## config.mk

```make
export PLATFORM = sky130hd
export DESIGN_NAME = boot_stage_regs
export DESIGN_NICKNAME = d
export VERILOG_FILES = /design/src/rtl/boot_regs_pkg.sv /design/src/rtl/boot_stage_fsm.sv /design/src/rtl/boot_read_mux.sv /design/src/rtl/boot_stage_regs.sv
export SDC_FILE = /design/constraint.sdc
export NUM_CORES = 1
export LEC_CHECK = 0
export BUFFER_PORTS_ARGS = -buffer_cell sky130_fd_sc_hd__buf_2
export CAP_MARGIN = 20
export CORE_MARGIN = 10
export CORE_UTILIZATION = 45
export CTS_CLUSTER_SIZE = 12
export DETAILED_ROUTE_END_ITERATION = 7
export HOLD_SLACK_MARGIN = 0.12
export PLACE_DENSITY = 0.77
export SLEW_MARGIN = 15
export SYNTH_ARGS = -nofsm -noshare
export SYNTH_HDL_FRONTEND = slang
export SYNTH_HIERARCHICAL = 1
export SYNTH_SLANG_ARGS = --single-unit
export TNS_END_PERCENT = 100
```

## constraint.sdc

```tcl
create_clock -name clk -period 2.14 [get_ports clk]
set_clock_uncertainty 0.2 [all_clocks]
set_input_delay 0.428 -clock clk [delete_from_list [all_inputs] [get_ports clk]]
set_output_delay 0.428 -clock clk [all_outputs]
set_load 0.05 [all_outputs]
```

## src/rtl/boot_regs_pkg.sv

```systemverilog
package boot_regs_pkg;

  typedef enum logic [1:0] {
    ST_FAULT = 2'd0,
    ST_S0    = 2'd1,
    ST_S1    = 2'd2,
    ST_APP   = 2'd3
  } stage_e;

  // register indices
  localparam int IX_MAGIC   = 0;
  localparam int IX_HWREV   = 1;
  localparam int IX_STATUS  = 2;
  localparam int IX_CMD     = 3;
  localparam int IX_VERSION = 4;
  localparam int IX_BANK    = 5;
  localparam int IX_FEAT_EN = 6;
  localparam int IX_FEAT0   = 7;

  // command bits, listed in priority order
  localparam int CB_RESET  = 0;
  localparam int CB_LAUNCH = 1;
  localparam int CB_ENABLE = 2;

  // status word bit positions
  localparam int SB_OK      = 0;
  localparam int SB_FAULT   = 1;
  localparam int SB_APP_OK  = 2;
  localparam int SB_APP_BAD = 3;
  localparam int SB_WP_ON   = 4;
  localparam int SB_WP_OFF  = 5;
  localparam int SB_STAGE1  = 6;
  localparam int SB_APPL    = 7;
  localparam int SB_SPI_OK  = 8;
  localparam int SB_SPI_BAD = 9;

  localparam logic [15:0] HW_REV_S0 = 16'h0101;

  function automatic logic [15:0] bank_on_entry(stage_e s);
    case (s)
      ST_S0:   return 16'h0001;
      ST_S1:   return 16'h0002;
      default: return 16'h0000;
    endcase
  endfunction

endpackage

```

## src/rtl/boot_stage_fsm.sv

```systemverilog
module boot_stage_fsm
  import boot_regs_pkg::*;
#(
  parameter int DATA_W = 16
) (
  input  logic              clk,
  input  logic              rst,
  input  logic              boot_fault,
  input  logic              cmd_wr,
  input  logic [DATA_W-1:0] cmd_data,
  output stage_e            stage_q,
  output logic [DATA_W-1:0] bank_q
);

  stage_e next_stage;
  logic   load;

  always_comb begin
    next_stage = stage_q;
    if (cmd_data[CB_RESET])
      next_stage = ST_S0;
    else if (cmd_data[CB_LAUNCH]) begin
      if (stage_q == ST_S0) next_stage = ST_S1;
    end else if (cmd_data[CB_ENABLE]) begin
      if (stage_q == ST_S1) next_stage = ST_APP;
    end
    load = cmd_wr && (cmd_data[CB_RESET] || next_stage != stage_q);
  end

  always_ff @(posedge clk) begin
    if (rst) begin
      stage_q <= boot_fault ? ST_FAULT : ST_S0;
      bank_q  <= DATA_W'(bank_on_entry(boot_fault ? ST_FAULT : ST_S0));
    end else if (load) begin
      stage_q <= next_stage;
      bank_q  <= DATA_W'(bank_on_entry(next_stage));
    end
  end

  // stage after reset follows the fault flag
  a_r1_reset_stage: assert property (@(posedge clk)
    $fell(rst) |-> stage_q == ($past(boot_fault) ? ST_FAULT : ST_S0));

  // reset command always lands in stage0
  a_r2_reset_cmd: assert property (@(posedge clk) disable iff (rst)
    (cmd_wr && cmd_data[CB_RESET]) |=> stage_q == ST_S0);

  // stage1 is only entered from stage0
  a_r3_s1_from_s0: assert property (@(posedge clk) disable iff (rst)
    (stage_q == ST_S1 && $past(stage_q) != ST_S1) |-> $past(stage_q) == ST_S0);

  // application is only entered from stage1
  a_r4_app_from_s1: assert property (@(posedge clk) disable iff (rst)
    (stage_q == ST_APP && $past(stage_q) != ST_APP) |-> $past(stage_q) == ST_S1);

  // no stage changes without a command write
  a_r4_hold_no_cmd: assert property (@(posedge clk) disable iff (rst)
    !cmd_wr |=> $stable(stage_q));

endmodule

```

## src/rtl/boot_read_mux.sv

```systemverilog
module boot_read_mux
  import boot_regs_pkg::*;
#(
  parameter int              IDX_W    = 7,
  parameter int              DATA_W   = 16,
  parameter int              NUM_FEAT = 2,
  parameter logic [DATA_W-1:0] MAGIC  = 16'h5A3C
) (
  input  logic [IDX_W-1:0]               idx,
  input  stage_e                         stage,
  input  logic [DATA_W-1:0]              bank,
  input  logic [DATA_W-1:0]              feat_mask,
  input  logic                           app_verified,
  input  logic                           spi_verified,
  input  logic                           wp_on,
  input  logic [DATA_W-1:0]              app_version,
  input  logic [NUM_FEAT*(DATA_W-1)-1:0] feat_result,
  output logic [DATA_W-1:0]              rdata
);

  localparam int RES_W = DATA_W - 1;

  logic [DATA_W-1:0] feat_word [NUM_FEAT];
  logic [DATA_W-1:0] status_w;

  genvar gi;
  generate
    for (gi = 0; gi < NUM_FEAT; gi++) begin : g_feat
      assign feat_word[gi] = feat_mask[gi]
        ? {1'b1, feat_result[gi*RES_W +: RES_W]}
        : '0;
    end
  endgenerate

  always_comb begin
    status_w = '0;
    if (stage == ST_FAULT) begin
      status_w[SB_FAULT] = 1'b1;
    end else begin
      status_w[SB_OK] = 1'b1;
      status_w[app_verified ? SB_APP_OK : SB_APP_BAD] = 1'b1;
      status_w[wp_on ? SB_WP_ON : SB_WP_OFF] = 1'b1;
      if (stage == ST_S1) begin
        status_w[SB_STAGE1] = 1'b1;
        status_w[spi_verified ? SB_SPI_OK : SB_SPI_BAD] = 1'b1;
      end
      if (stage == ST_APP) status_w[SB_APPL] = 1'b1;
    end
  end

  always_comb begin
    rdata = '0;
    case (idx)
      IDX_W'(IX_MAGIC):   rdata = MAGIC;
      IDX_W'(IX_HWREV):   rdata = (stage == ST_S0) ? DATA_W'(HW_REV_S0) : '0;
      IDX_W'(IX_STATUS):  rdata = status_w;
      IDX_W'(IX_VERSION): rdata = (stage == ST_S0 && app_verified) ? app_version : '0;
      IDX_W'(IX_BANK):    rdata = bank;
      default: begin
        for (int i = 0; i < NUM_FEAT; i++)
          if (idx == IDX_W'(IX_FEAT0 + i)) rdata = feat_word[i];
      end
    endcase
  end

endmodule

```

## src/rtl/boot_stage_regs.sv

```systemverilog
module boot_stage_regs
  import boot_regs_pkg::*;
#(
  parameter int                IDX_W    = 7,
  parameter int                DATA_W   = 16,
  parameter int                NUM_FEAT = 2,
  parameter logic [DATA_W-1:0] MAGIC    = 16'h5A3C
) (
  input  logic                           clk,
  input  logic                           rst,
  input  logic [IDX_W-1:0]               reg_idx,
  input  logic                           wr_en,
  input  logic [DATA_W-1:0]              wr_data,
  input  logic                           rd_en,
  output logic [DATA_W-1:0]              rd_data,
  input  logic                           boot_fault,
  input  logic                           app_verified,
  input  logic                           spi_verified,
  input  logic                           wp_on,
  input  logic [DATA_W-1:0]              app_version,
  input  logic [NUM_FEAT*(DATA_W-1)-1:0] feat_result,
  output logic [1:0]                     stage
);

  stage_e            stage_q;
  logic [DATA_W-1:0] bank_q;
  logic [DATA_W-1:0] feat_mask_q;
  logic [DATA_W-1:0] rdata_c;
  logic              cmd_wr;

  assign cmd_wr = wr_en && reg_idx == IDX_W'(IX_CMD);
  assign stage  = stage_q;

  boot_stage_fsm #(.DATA_W(DATA_W)) u_fsm (
    .clk        (clk),
    .rst        (rst),
    .boot_fault (boot_fault),
    .cmd_wr     (cmd_wr),
    .cmd_data   (wr_data),
    .stage_q    (stage_q),
    .bank_q     (bank_q)
  );

  boot_read_mux #(
    .IDX_W(IDX_W), .DATA_W(DATA_W), .NUM_FEAT(NUM_FEAT), .MAGIC(MAGIC)
  ) u_rmux (
    .idx          (reg_idx),
    .stage        (stage_q),
    .bank         (bank_q),
    .feat_mask    (feat_mask_q),
    .app_verified (app_verified),
    .spi_verified (spi_verified),
    .wp_on        (wp_on),
    .app_version  (app_version),
    .feat_result  (feat_result),
    .rdata        (rdata_c)
  );

  always_ff @(posedge clk) begin
    if (rst) begin
      feat_mask_q <= '0;
      rd_data     <= '0;
    end else begin
      if (wr_en && reg_idx == IDX_W'(IX_FEAT_EN)) feat_mask_q <= wr_data;
      if (rd_en) rd_data <= rdata_c;
    end
  end

  // revision readback depends on the stage seen at the read
  a_r6_hwrev: assert property (@(posedge clk) disable iff (rst)
    (rd_en && reg_idx == IDX_W'(IX_HWREV)) |=>
      rd_data == (($past(stage) == 2'd1) ? 16'h0101 : 16'h0000));

  // read data holds while no read is strobed
  a_r11_hold: assert property (@(posedge clk) disable iff (rst)
    !rd_en |=> $stable(rd_data));

  // fault stage reports only the fault bit
  a_r8_fault_status: assert property (@(posedge clk) disable iff (rst)
    (rd_en && reg_idx == IDX_W'(IX_STATUS) && stage == 2'd0) |=> rd_data == 16'h0002);

endmodule

```

==> qor.csv <==
metric,value,unit
status,completed,
wl,6.14,mm
grt_overflow_total,0,
cts_buffer_depth,2,
rr_worst_depth,6,
holdPathStages,3,
gp_congestion,0.941,
drive_gt1_share,39.9,%
finalSetupViolCount,0,
cp-start-kind,input pin,
drcViolationCount,0,
cts_setup_buffers,0,
grt_pass1_vias,2218,
switchingPower,288,µW
cts_tree,done,
ctsHoldBuffers,0,
portBuffers,81,
seq_power_share,43.4,%
diodes,0,
tns,0,ns
hp-class,in -> reg,
num_vias,2083,
hpwl,4.98,mm
initial_core_util,46.9,%
firstDrtPassIters,4,
ir_worst_vdd,0.226,mV
worstPathMaxFanout,9,
path_class,in -> reg,
slew_viol_final,0,
max_freq,0.502,GHz
clock_latency,0.26,ns
grt_pass1_wl,10.2,mm
yosys_warnings,6,
rsz0062_at_grt,false,
hold_viol,0,
dieWidth,84.8,µm
place_area,2460,µm²
ant_nets,0,
syn_area_per_cell,8.08,µm²
htreeDepth,1,
hold_path_end,feat_mask_q[1],
cts.sinks,22,
dieArea,7190,µm²
required,2.09,ns
r2r-start,u_fsm/stage_q[1],
post_synth_instance_area,1890,µm²
holdWs,0.258,ns
internal_power,713,µW
period_needed,1.99,ns
grt_max_degree,26,
leakage,0.00124,µW
antenna_found_initial,0,
swShare,28.8,%
clkPwrFrac,30.6,%
rows,23,
r2r-end,rd_data[0],
power_frac_comb,26.0,%
p_total,1000,µW
cp-end-kind,flop,
clk_pin_slew_worst_paths,0.08,ns
routed_via_density,5.47,
route.detailed.wl_per_inst,16.1,µm
cap_viol_max_count,0,
fin_nets,409,
power_density,398,nW/µm²
core,4030,µm²
rrSetupSlack,0.23,ns
synthCells,234,
worstHoldStart,wr_data[1],
drt_iter0_markers,178,
io_pins,95,
clock-root-buffer,clkbuf_8,
area_growth,33.2,%
finalInstanceArea,2520,µm²
grtUsageTotal,16.5,%
crit_arrival,1.94,ns
dieHeight,84.8,µm
final_util,62.5,%
cts_buffers,3,
fin_crit_sh,93.1,%
## routing by layer
metal / GRT usage (%) / vias up / routed length [µm]
met2: 26.9 / 94 / 2850
met3: 6.60 / 6 / 661
met4: 4.64 / 0 / 63
met5: 0 / - / 0
li1: - / 1036 / -
met1: 19.5 / 947 / 2570
## power groups by stage
stage | Sequential, µW | Combinational, µW | Clock, µW
final | 434 | 261 | 306
after global routing | 435 | 286 | 332
after CTS | 434 | 258 | 310
after detailed placement | 444 | 257 | 0
after global placement | 444 | 253 | 0
after floorplan | 465 | 125 | 0
## worst max-delay path by stage
stage          startpoint              end  cells after the start
3_3_place_gp   reg_idx[5]  u_fsm/bank_q[1]                      5
5_1_grt        reg_idx[6]       rd_data[3]                      9
2_1_floorplan  reg_idx[5]  u_fsm/bank_q[0]                      4
3_5_place_dp   reg_idx[5]  u_fsm/bank_q[1]                      5
4_1_cts        reg_idx[5]  u_fsm/bank_q[1]                      5
6_report       reg_idx[6]       rd_data[9]                      7
## through the flow
stage	cells	worst slack [ns]
6_report	381	0.148
5_1_grt	381	0.0317
2_1_floorplan	247	0.0315
3_5_place_dp	377	-0.218
3_3_place_gp	377	-0.102
4_1_cts	381	0.0653
## critical path: stages
cell      delay (ns)
buf_2           0.11
or4_1           0.53
buf_4           0.20
a221oi_1        0.28
a22oi_1         0.17
mux2i_1         0.17
nor2_1          0.05
## layout make-up
class / instances / area, µm²
inverters: 1 / 3.75
clock buffers: 4 / 55.1
multi-input cells: 191 / 1260
flip-flops and latches: 22 / 480
fillers: 383 / 1510
repair buffers: 113 / 658
well taps: 50 / 62.6
## state kept, by name, indices dropped and copies added (netlist names)
signal         flops
rd_data           16
feat_mask_q        2
u_fsm/bank_q       2
u_fsm/stage_q      2
## placed cells by master (no fill, tap or decap), types with 5 or more instances in the layout
cell	n
dfxtp_1	18
buf_2	81
mux2i_1	18
conb_1	14
a221oi_1	10
nand2_1	20
and3_1	10
a22oi_1	10
buf_4	31
nand2b_1	5
o21ai_0	15
a21oi_1	9
nor2_1	22
## timing repair
item,4_1_cts,5_1_grt
gates resized for setup,0,1
hold endpoints to repair,0,0
endpoints found under the setup margin,0,4
(Power assumes the default switching activity.)
